===== config.mk =====
export PLATFORM = sky130hd
export DESIGN_NAME = xfer_chan_cfg
export DESIGN_NICKNAME = d
export VERILOG_FILES = /design/src/rtl/xcc_pkg.sv /design/src/rtl/cfg_window_dec.sv /design/src/rtl/cfg_reg_lanes.sv /design/src/rtl/cfg_ptr_counter.sv /design/src/rtl/xfer_chan_cfg.sv
export SDC_FILE = /design/constraint.sdc
export NUM_CORES = 1
export LEC_CHECK = 0
export CORE_ASPECT_RATIO = 1.4
export CORE_MARGIN = 3
export CORE_UTILIZATION = 44
export DETAILED_ROUTE_END_ITERATION = 10
export PLACE_DENSITY_LB_ADDON = 0.12
export RECOVER_POWER = 50
export SETUP_SLACK_MARGIN = 0.5
export SLEW_MARGIN = 10
export SYNTH_ARGS = -nofsm -noshare
export SYNTH_HDL_FRONTEND = slang
export SYNTH_HIERARCHICAL = 1
export SYNTH_SLANG_ARGS = --single-unit

===== constraint.sdc =====
create_clock -name clk -period 2.4 [get_ports clk]
set_input_delay 0.36 -clock clk [delete_from_list [all_inputs] [get_ports clk]]
set_output_delay 0.36 -clock clk [all_outputs]
set_load 0.01 [all_outputs]

===== src/rtl/xcc_pkg.sv =====
package xcc_pkg;

   localparam int BYTE_W = 8;

   typedef enum logic [1:0] {
      SEL_PTR_LO = 2'd0,
      SEL_PTR_HI = 2'd1,
      SEL_CTRL   = 2'd2,
      SEL_SPARE  = 2'd3
   } cfg_sel_e;

   typedef struct packed {
      logic              hit;
      cfg_sel_e          sel;
      logic [BYTE_W-1:0] data;
   } cfg_wr_t;

   function automatic int bytes_for(input int w);
      return (w + BYTE_W - 1) / BYTE_W;
   endfunction

endpackage


===== src/rtl/cfg_window_dec.sv =====
module cfg_window_dec
   import xcc_pkg::*;
#(
   parameter int ADDR_W    = 16,
   parameter int WIN_HI    = 14,
   parameter int WIN_LO    = 8,
   parameter int WIN_TAG   = 'h7F,
   parameter int CH_HI     = 3,
   parameter int CH_LO     = 2,
   parameter int CHAN_SLOT = 0,
   parameter int IDX_LO    = 0
) (
   input  logic [ADDR_W-1:0] addr_i,
   input  logic [BYTE_W-1:0] data_i,
   input  logic              slot_n_i,
   input  logic              wr_i,
   output cfg_wr_t           wr_o
);

   localparam int WIN_W = WIN_HI - WIN_LO + 1;
   localparam int CH_W  = CH_HI - CH_LO + 1;

   logic win_match;
   logic chan_match;
   logic unused_addr_bits;

   assign win_match  = (addr_i[WIN_HI:WIN_LO] == WIN_W'(WIN_TAG));
   assign chan_match = (addr_i[CH_HI:CH_LO] == CH_W'(CHAN_SLOT));

   assign wr_o.hit  = win_match & chan_match & ~slot_n_i & wr_i;
   assign wr_o.sel  = cfg_sel_e'(addr_i[IDX_LO+1:IDX_LO]);
   assign wr_o.data = data_i;

   // bits outside the three decoded fields are deliberately ignored
   assign unused_addr_bits = ^addr_i;

endmodule


===== src/rtl/cfg_reg_lanes.sv =====
module cfg_reg_lanes
   import xcc_pkg::*;
#(
   parameter  int PTR_W = 16,
   localparam int NB    = bytes_for(PTR_W)
) (
   input  cfg_wr_t           wr_i,
   output logic [NB-1:0]     byte_ld_o,
   output logic              ctrl_ld_o,
   output logic [BYTE_W-1:0] data_o
);

   // one load strobe per pointer byte; index b addresses byte b
   for (genvar b = 0; b < NB; b++) begin : g_lane
      assign byte_ld_o[b] = wr_i.hit && (wr_i.sel == cfg_sel_e'(2'(b)));
   end

   assign ctrl_ld_o = wr_i.hit && (wr_i.sel == SEL_CTRL);
   assign data_o    = wr_i.data;

endmodule


===== src/rtl/cfg_ptr_counter.sv =====
module cfg_ptr_counter
   import xcc_pkg::*;
#(
   parameter  int PTR_W = 16,
   localparam int NB    = bytes_for(PTR_W),
   localparam int PAD_W = NB * BYTE_W
) (
   input  logic              clk,
   input  logic              rst,
   input  logic [NB-1:0]     byte_ld_i,
   input  logic [BYTE_W-1:0] data_i,
   input  logic              adv_i,
   output logic [PTR_W-1:0]  ptr_o
);

   logic [PTR_W-1:0] ptr_q;
   logic [PTR_W-1:0] ptr_d;
   logic [PAD_W-1:0] merged;

   always_comb begin
      merged = PAD_W'(ptr_q);
      for (int b = 0; b < NB; b++) begin
         if (byte_ld_i[b]) merged[b*BYTE_W +: BYTE_W] = data_i;
      end
   end

   // processor load has priority over the engine advance
   always_comb begin
      if (|byte_ld_i)  ptr_d = merged[PTR_W-1:0];
      else if (adv_i)  ptr_d = ptr_q + PTR_W'(1);
      else             ptr_d = ptr_q;
   end

   if (PAD_W > PTR_W) begin : g_pad
      logic unused_pad;
      assign unused_pad = ^merged[PAD_W-1:PTR_W];
   end

   always_ff @(posedge clk) begin
      if (rst) ptr_q <= '0;
      else     ptr_q <= ptr_d;
   end

   assign ptr_o = ptr_q;

endmodule


===== src/rtl/xfer_chan_cfg.sv =====
module xfer_chan_cfg
   import xcc_pkg::*;
#(
   parameter int PTR_W     = 16,
   parameter int WIN_TAG   = 'h7F,
   parameter int CHAN_SLOT = 0
) (
   input  logic             clk,
   input  logic             rst,
   input  logic [15:0]      bus_addr,
   input  logic [7:0]       bus_wdata,
   input  logic             slot_sel_n,
   input  logic             bus_wr,
   input  logic             xfer_ack,
   output logic [PTR_W-1:0] xfer_ptr,
   output logic             xfer_en
);

   localparam int ADDR_W = 16;
   localparam int NB     = bytes_for(PTR_W);

   if (PTR_W < 2 || PTR_W > 2 * BYTE_W) begin : g_bad_width
      $error("xfer_chan_cfg: PTR_W must lie in 2..16");
   end
   if (WIN_TAG < 0 || WIN_TAG > 127) begin : g_bad_tag
      $error("xfer_chan_cfg: WIN_TAG must fit in 7 bits");
   end
   if (CHAN_SLOT < 0 || CHAN_SLOT > 3) begin : g_bad_slot
      $error("xfer_chan_cfg: CHAN_SLOT must lie in 0..3");
   end

   cfg_wr_t           wr_req;
   logic [NB-1:0]     byte_ld;
   logic              ctrl_ld;
   logic [BYTE_W-1:0] ld_data;
   logic              en_q;

   cfg_window_dec #(
      .ADDR_W(ADDR_W), .WIN_HI(14), .WIN_LO(8), .WIN_TAG(WIN_TAG),
      .CH_HI(3), .CH_LO(2), .CHAN_SLOT(CHAN_SLOT), .IDX_LO(0)
   ) u_dec (
      .addr_i  (bus_addr),
      .data_i  (bus_wdata),
      .slot_n_i(slot_sel_n),
      .wr_i    (bus_wr),
      .wr_o    (wr_req)
   );

   cfg_reg_lanes #(.PTR_W(PTR_W)) u_lanes (
      .wr_i     (wr_req),
      .byte_ld_o(byte_ld),
      .ctrl_ld_o(ctrl_ld),
      .data_o   (ld_data)
   );

   cfg_ptr_counter #(.PTR_W(PTR_W)) u_ptr (
      .clk      (clk),
      .rst      (rst),
      .byte_ld_i(byte_ld),
      .data_i   (ld_data),
      .adv_i    (xfer_ack),
      .ptr_o    (xfer_ptr)
   );

   always_ff @(posedge clk) begin
      if (rst)          en_q <= 1'b0;
      else if (ctrl_ld) en_q <= ld_data[0];
   end

   assign xfer_en = en_q;

endmodule


==> metrics.yaml, run 1 <==
run_status:
  outcome: "finished clean"
timing:
  min_period_over_period_pct: 78.13
  finalSetupViolations: 0
  slew_headroom_pct: 51.82
  fin_crit_ns: 1.875
  drv_slew: 0
  skew_ns: 0.008149
  fin_tns_setup_ns: 0
  worstMarginPinSlew_ns: 0.7203
  max_freq_ghz: 0.5333
  rsz0062_at_grt: "no"
  hold_violations: 0
worst_setup_path:
  worstPathRequired_ns: 2.58
  worstSetupStartpointType: "primary input"
  arrival_ns: 2.05
  rr_worst_depth: 6
  crit_path_end_kind: "register"
  r2r-end: "u_ptr/ptr_o[15]"
  crit_fanout: 18
  r2r_slack_ns: 0.54
  r2r-start: "u_ptr/ptr_o[2]"
  path_class: "primary input to register"
drt:
  drc: 0
  wl_per_cell_um: 14.27
  postRouteAntennaNets: 0
  viasPerCell: 5.587
  first_pass_iters: 4
  dr.first_iter.drc_count: 23
  dr_total_vias: 1218
  wl_mm: 3.110
floorplanning:
  dieArea_um2: 3449
  initial_core_util_pct: 46.16
  std_cell_rows: 22
  core_um2: 2643
  die_h_um: 68.30
  io_pins: 46
  fp.dieW_um: 50.50
global_route:
  top_usage_layer: "met2"
  grt_start_max_net_pins: 19
  grt_pass1_vias: 1139
  grt_pass1_wl_mm: 4.988
  grt_util_met3_pct: 2.832
  grt_use_met2_pct: 31.70
  grt_util_all_layers_pct: 18.76
  antenna_found_initial: 0
  grt_use_met1_pct: 22.69
  grt-ovfl-total: 0
cells_and_area:
  area_growth_pct: 35.90
  final.fill_count: 257
  multiInputGateArea_um2: 762.0
  antennaDiodeCount: 0
  layout-drive-gt1-share_pct: 24.18
  register_area_um2: 340.3
  nets: 213
yosys:
  ys_seq_area_share_pct: 27.90
  synthFlopType: "dfxtp_1"
  synthDistinctLibCells: 44
  syn_inst: 151
  synthTopCellsByArea: "dfxtp_1, buf_4, nor2_1"
  syn_nets: 181
  syn_area_um2: 1220
  yosys.area.top_type: "dfxtp_1"
  async_reset_ff_share_pct: 0
  yosys_warnings: 6
  syn_area_per_cell_um2: 8.079
  yosys.area.top_type_share_pct: 27.90
  ys_ff_latch: 17
  synth-edff-count: 0
clocking:
  cts_htree_levels: 1
  cts_root_buffer: "clkbuf_4"
  clockBufferDepth: 2
  clkTransAtPathRegs_ns: 0.11
  tritoncts: "built"
  insertion_delay_ns: 0.30
  cts.sinks: 17
  cts_made_buffers: 3
power:
  swShare_pct: 26.73
  ir_drop_uv: 204.4
  power-per-cell-area_nw_per_um2: 320.2
  seq_power_share_pct: 55.1
  comb_power_share_pct: 13.9
  p_leak_nw: 0.6608
  finalPower_w: 0.0005309
  switchingPower_w: 0.0001419
  p_clk_share_pct: 31.0
  internal_power_w: 0.0003890
worst_hold_path:
  hold_path.startpoint: "xfer_en"
  min-delay-path-class: "register to register"
  holdPathStages: 2
  min_to: "xfer_en"
placement:
  place_congestion: 0.8361
  dp_hpwl_mm: 2.221
  io_buffer_count: 40
job:
  drv_cap: 0
## worst max path at each step
stage	end	startpoint	depth (start not counted)	slack [ns]
after global placement	u_ptr/ptr_o[15]	bus_addr[2]	8	-0.06
final	u_ptr/ptr_o[14]	bus_addr[3]	9	0.52
after detailed placement	u_ptr/ptr_o[8]	bus_addr[2]	8	-0.18
after CTS	u_ptr/ptr_o[15]	bus_addr[3]	8	0.51
after global routing	u_ptr/ptr_o[8]	bus_addr[3]	10	0.38
after floorplan	u_ptr/ptr_o[11]	bus_addr[2]	9	0.43
## power by group through the flow
stage	Clock [W]	Sequential (W)	Combinational (W)
global placement	0	0.000299	0.0000818
floorplan	0	0.000300	0.0000475
finish	0.000164	0.000292	0.0000741
detailed placement	0	0.000299	0.0000827
CTS	0.000171	0.000293	0.0000782
global route	0.000175	0.000293	0.0000818
## per-layer routing
metal  wire, um  vias to the layer above  share of wire [%]
met5          0                        -                  0
li1           -                      590                  -
met1       1393                      579                 45
met4         71                        0                2.3
met3        151                        6                4.9
met2       1494                       43                 48
## worst max-delay path, stage by stage
cell	delay, ns
clkbuf_2	0.08
nand4bb_2	0.22
nor4_1	0.32
and3b_1	0.28
buf_4	0.26
mux2i_1	0.23
nor2_1	0.09
o31ai_4	0.10
o41ai_2	0.11
## synthesized netlist by cell type (2+ instances only)
library cell,count
inv_1,8
a21o_1,2
buf_4,18
o311ai_0,2
o21ai_0,2
nand4b_1,2
a211oi_1,5
nor2_1,12
nor3_1,7
buf_2,2
xor2_1,4
nand4_1,2
o31ai_1,3
and4_1,2
nand3_1,5
dfxtp_1,17
xnor2_1,3
mux2i_1,3
and3b_1,2
a21oi_1,8
nand2_1,9
clkbuf_1,5
o31a_1,3
o21a_1,3
a32o_1,3
## flip-flops by register name, summed over array words and instances (netlist names)
name         count
u_ptr/ptr_o     16
xfer_en          1
## metrics by stage
step,std cells,utilization (%),hold slack (ns),cell area (um^2),worst slack [ns]
3_3_place_gp,210,59.23,0.4822,1565,-0.05772
2_1_floorplan,151,-,0.4324,1231,0.4308
6_report,218,62.74,0.5134,1658,0.5248
5_1_grt,218,62.74,0.5553,1658,0.3818
3_5_place_dp,210,59.23,0.4885,1565,-0.1756
4_1_cts,217,61.65,0.5207,1629,0.5064
## cells by family after synthesis
family / after synthesis / synth area share [%]
fa+ha+maj: 1 / 1.025
flops: 17 / 27.90
buf+inv: 34 / 16.21
compound gates: 34 / 20.00
simple gates: 55 / 27.39
mux: 3 / 2.462
xor+xnor: 7 / 5.026
## cell usage in the layout (no fill, tap or decap), drive strengths merged, types with 2 or more instances in the layout
| cell | Yosys | final |
|---|---|---|
| dlygate4sd3 | 0 | 12 |
| o21ai | 3 | 3 |
| mux2i | 3 | 3 |
| a211oi | 5 | 5 |
| o311ai | 2 | 2 |
| a21oi | 8 | 8 |
| or2 | 2 | 2 |
| a32o | 3 | 3 |
| dlygate4sd2 | 0 | 2 |
| nand4b | 2 | 2 |
| inv | 8 | 8 |
| nand4 | 3 | 3 |
| nand3 | 6 | 6 |
| clkbuf | 5 | 13 |
| nor3 | 7 | 7 |
| and4 | 2 | 2 |
| o31a | 3 | 3 |
| nand2 | 9 | 9 |
| o21a | 3 | 3 |
| and3b | 2 | 2 |
| or4 | 2 | 2 |
| o31ai | 3 | 3 |
| a21o | 2 | 2 |
| nor2 | 12 | 12 |
| xor2 | 4 | 4 |
| buf | 21 | 13 |
| nor4 | 2 | 2 |
| xnor2 | 3 | 3 |
| clkdlybuf4s50 | 0 | 15 |
| dfxtp | 17 | 17 |
## final cells by class
class,count,share of cell area [%]
repair buffers,53,27.32
multi-input cells,100,45.96
flip-flops and latches,17,20.53
clock inverters,1,0.3019
inverters,8,1.811
well taps,36,2.717
clock buffers,3,1.358
## timing repair
action                                  in CTS  in global routing
pin swaps                                    9                  9
resized for setup                           26                 32
buffers inserted                             3                  1
hold buffers                                 0                  0
endpoints found under the setup margin      16                  7
Note: power is estimated with default switching activity, not from simulation.
==> run 2: changes to the inputs <==
- clock period: 2.4 -> 1.9 ns (I/O delays scaled with it)
==> metrics.yaml, run 2 (synthesis gave the netlist of run 1 again) <==
clocking:
  cts_root_buffer: "clkbuf_4"
  clkTransAtPathRegs_ns: 0.11
  cts.sinks: 17
  clockBufferDepth: 2
  cts_made_buffers: 3
  insertion_delay_ns: 0.29
  cts_htree_levels: 1
  tritoncts: "built"
floorplanning:
  die_h_um: 68.30
  std_cell_rows: 22
  initial_core_util_pct: 46.16
  core_um2: 2643
  dieArea_um2: 3449
  fp.dieW_um: 50.50
  io_pins: 46
placement:
  dp_hpwl_mm: 2.621
  place_congestion: 0.8743
  io_buffer_count: 40
  place_ws_ns: -0.4937
power:
  p_leak_nw: 0.8329
  power-per-cell-area_nw_per_um2: 364.0
  ir_drop_uv: 303.7
  finalPower_w: 0.0007149
cells_and_area:
  nets: 234
  largest_reg_flops: 16
  most-common-layout-cells: "buf_4, dlygate4sd2_1, dfxtp_1"
  area_growth_pct: 61.03
  mostFrequentLayoutCell: "buf_4"
  layout-drive-gt1-share_pct: 41.38
  antennaDiodeCount: 0
  final.fill_count: 202
timing:
  slew_headroom_pct: 74.56
  finalSetupViolations: 0
  worstMarginPinSlew_ns: 0.3804
  skew_ns: 0.003595
  fin_ws_ns: 0.1158
  drv_slew: 0
  hold_violations: 0
  min_period_over_period_pct: 93.90
  fin_crit_ns: 1.784
  max_freq_ghz: 0.5605
  rsz0062_at_grt: "yes"
global_route:
  grt_pass1_wl_mm: 5.809
  grt-ovfl-total: 0
  antenna_found_initial: 0
  grt_start_max_net_pins: 20
  grt_pass1_vias: 1343
  grt_util_all_layers_pct: 21.97
job:
  drv_cap: 0
worst_setup_path:
  path_class: "register to register"
  arrival_ns: 2.02
  crit_fanout: 4
  worstPathRequired_ns: 2.14
  crit_path_end_kind: "register"
  worstSetupStartpointType: "register"
drt:
  wl_mm: 3.844
  postRouteAntennaNets: 0
  first_pass_iters: 4
  drc: 0
  wl_per_cell_um: 16.08
  viasPerCell: 5.565
  dr_total_vias: 1330
  dr.first_iter.drc_count: 52
worst_hold_path:
  min-delay-path-class: "register to register"
run_status:
  outcome: "finished clean"
run 2: changes by cell type in the layout (fill, tap and decap cells not counted), sizes merged:
cell / delta
dlygate4sd3: -12
clkinv: -1
clkdlybuf4s50: -6
dlygate4sd2: +17
buf: +29
clkbuf: -6
run 2: stage by stage:
stage          hold slack [ns]  std cells  setup TNS [ns]  utilization [%]  cell area, um^2
2_1_floorplan           0.3574        151               0                -             1271
5_1_grt                 0.5421        239               0            74.34             1964
4_1_cts                 0.5060        237               0            70.69             1868
6_report                0.5029        239               0            74.34             1964
3_3_place_gp            0.4873        224          -5.705            64.25             1698
3_5_place_dp            0.5004        224          -6.501            64.25             1698
run 2: cell type report:
type	count	area, um^2	share of cell area (%)
clock buffer	4	26.28	1.338
inverter	8	35.03	1.783
multi-input combinational	100	867.1	44.14
sequential	17	342.8	17.45
tap	36	45.04	2.293
timing repair buffer	74	648.1	32.99
run 2: final timing paths:
check	startpoint	endpoint	slack (ns)	cells after the start
setup reg to reg	u_ptr/ptr_o[0]	u_ptr/ptr_o[12]	0.12	6
hold reg to reg	u_ptr/ptr_o[14]	u_ptr/ptr_o[14]	0.50	1
hold / removal	u_ptr/ptr_o[14]	u_ptr/ptr_o[14]	0.50	1
setup / recovery	u_ptr/ptr_o[0]	u_ptr/ptr_o[12]	0.12	6
run 2: timing repair:
action | CTS | global route
pin swaps | 21 | 12
gates resized for setup | 98 | 28
hold buffers | 0 | 0
setup endpoints to repair | 34 | 17
setup buffers | 9 | 2
run 2: report_power, final:
group	internal, W	leakage, nW	switching, W
logic	0.0000823	0.679	0.0000651
clock network	0.0000815	0.0150	0.000119
registers	0.000361	0.138	0.00000627
total	0.000525	0.833	0.000190
run 2: metal layers:
metal | global-route usage, % | vias up | wire [um]
met5 | 0 | - | 0
met4 | 9.091 | 0 | 116
met3 | 2.614 | 11 | 190
met2 | 43.95 | 53 | 2074
met1 | 22.72 | 630 | 1462
li1 | - | 636 | -
run 2: worst max-delay path: stages (launching register included):
cell and delay, ns:
dfxtp_1 0.47, ha_1 0.22, buf_4 0.13, nand2_1 0.10, or4_4 0.54, o21ai_2 0.15
a32o_1 0.13
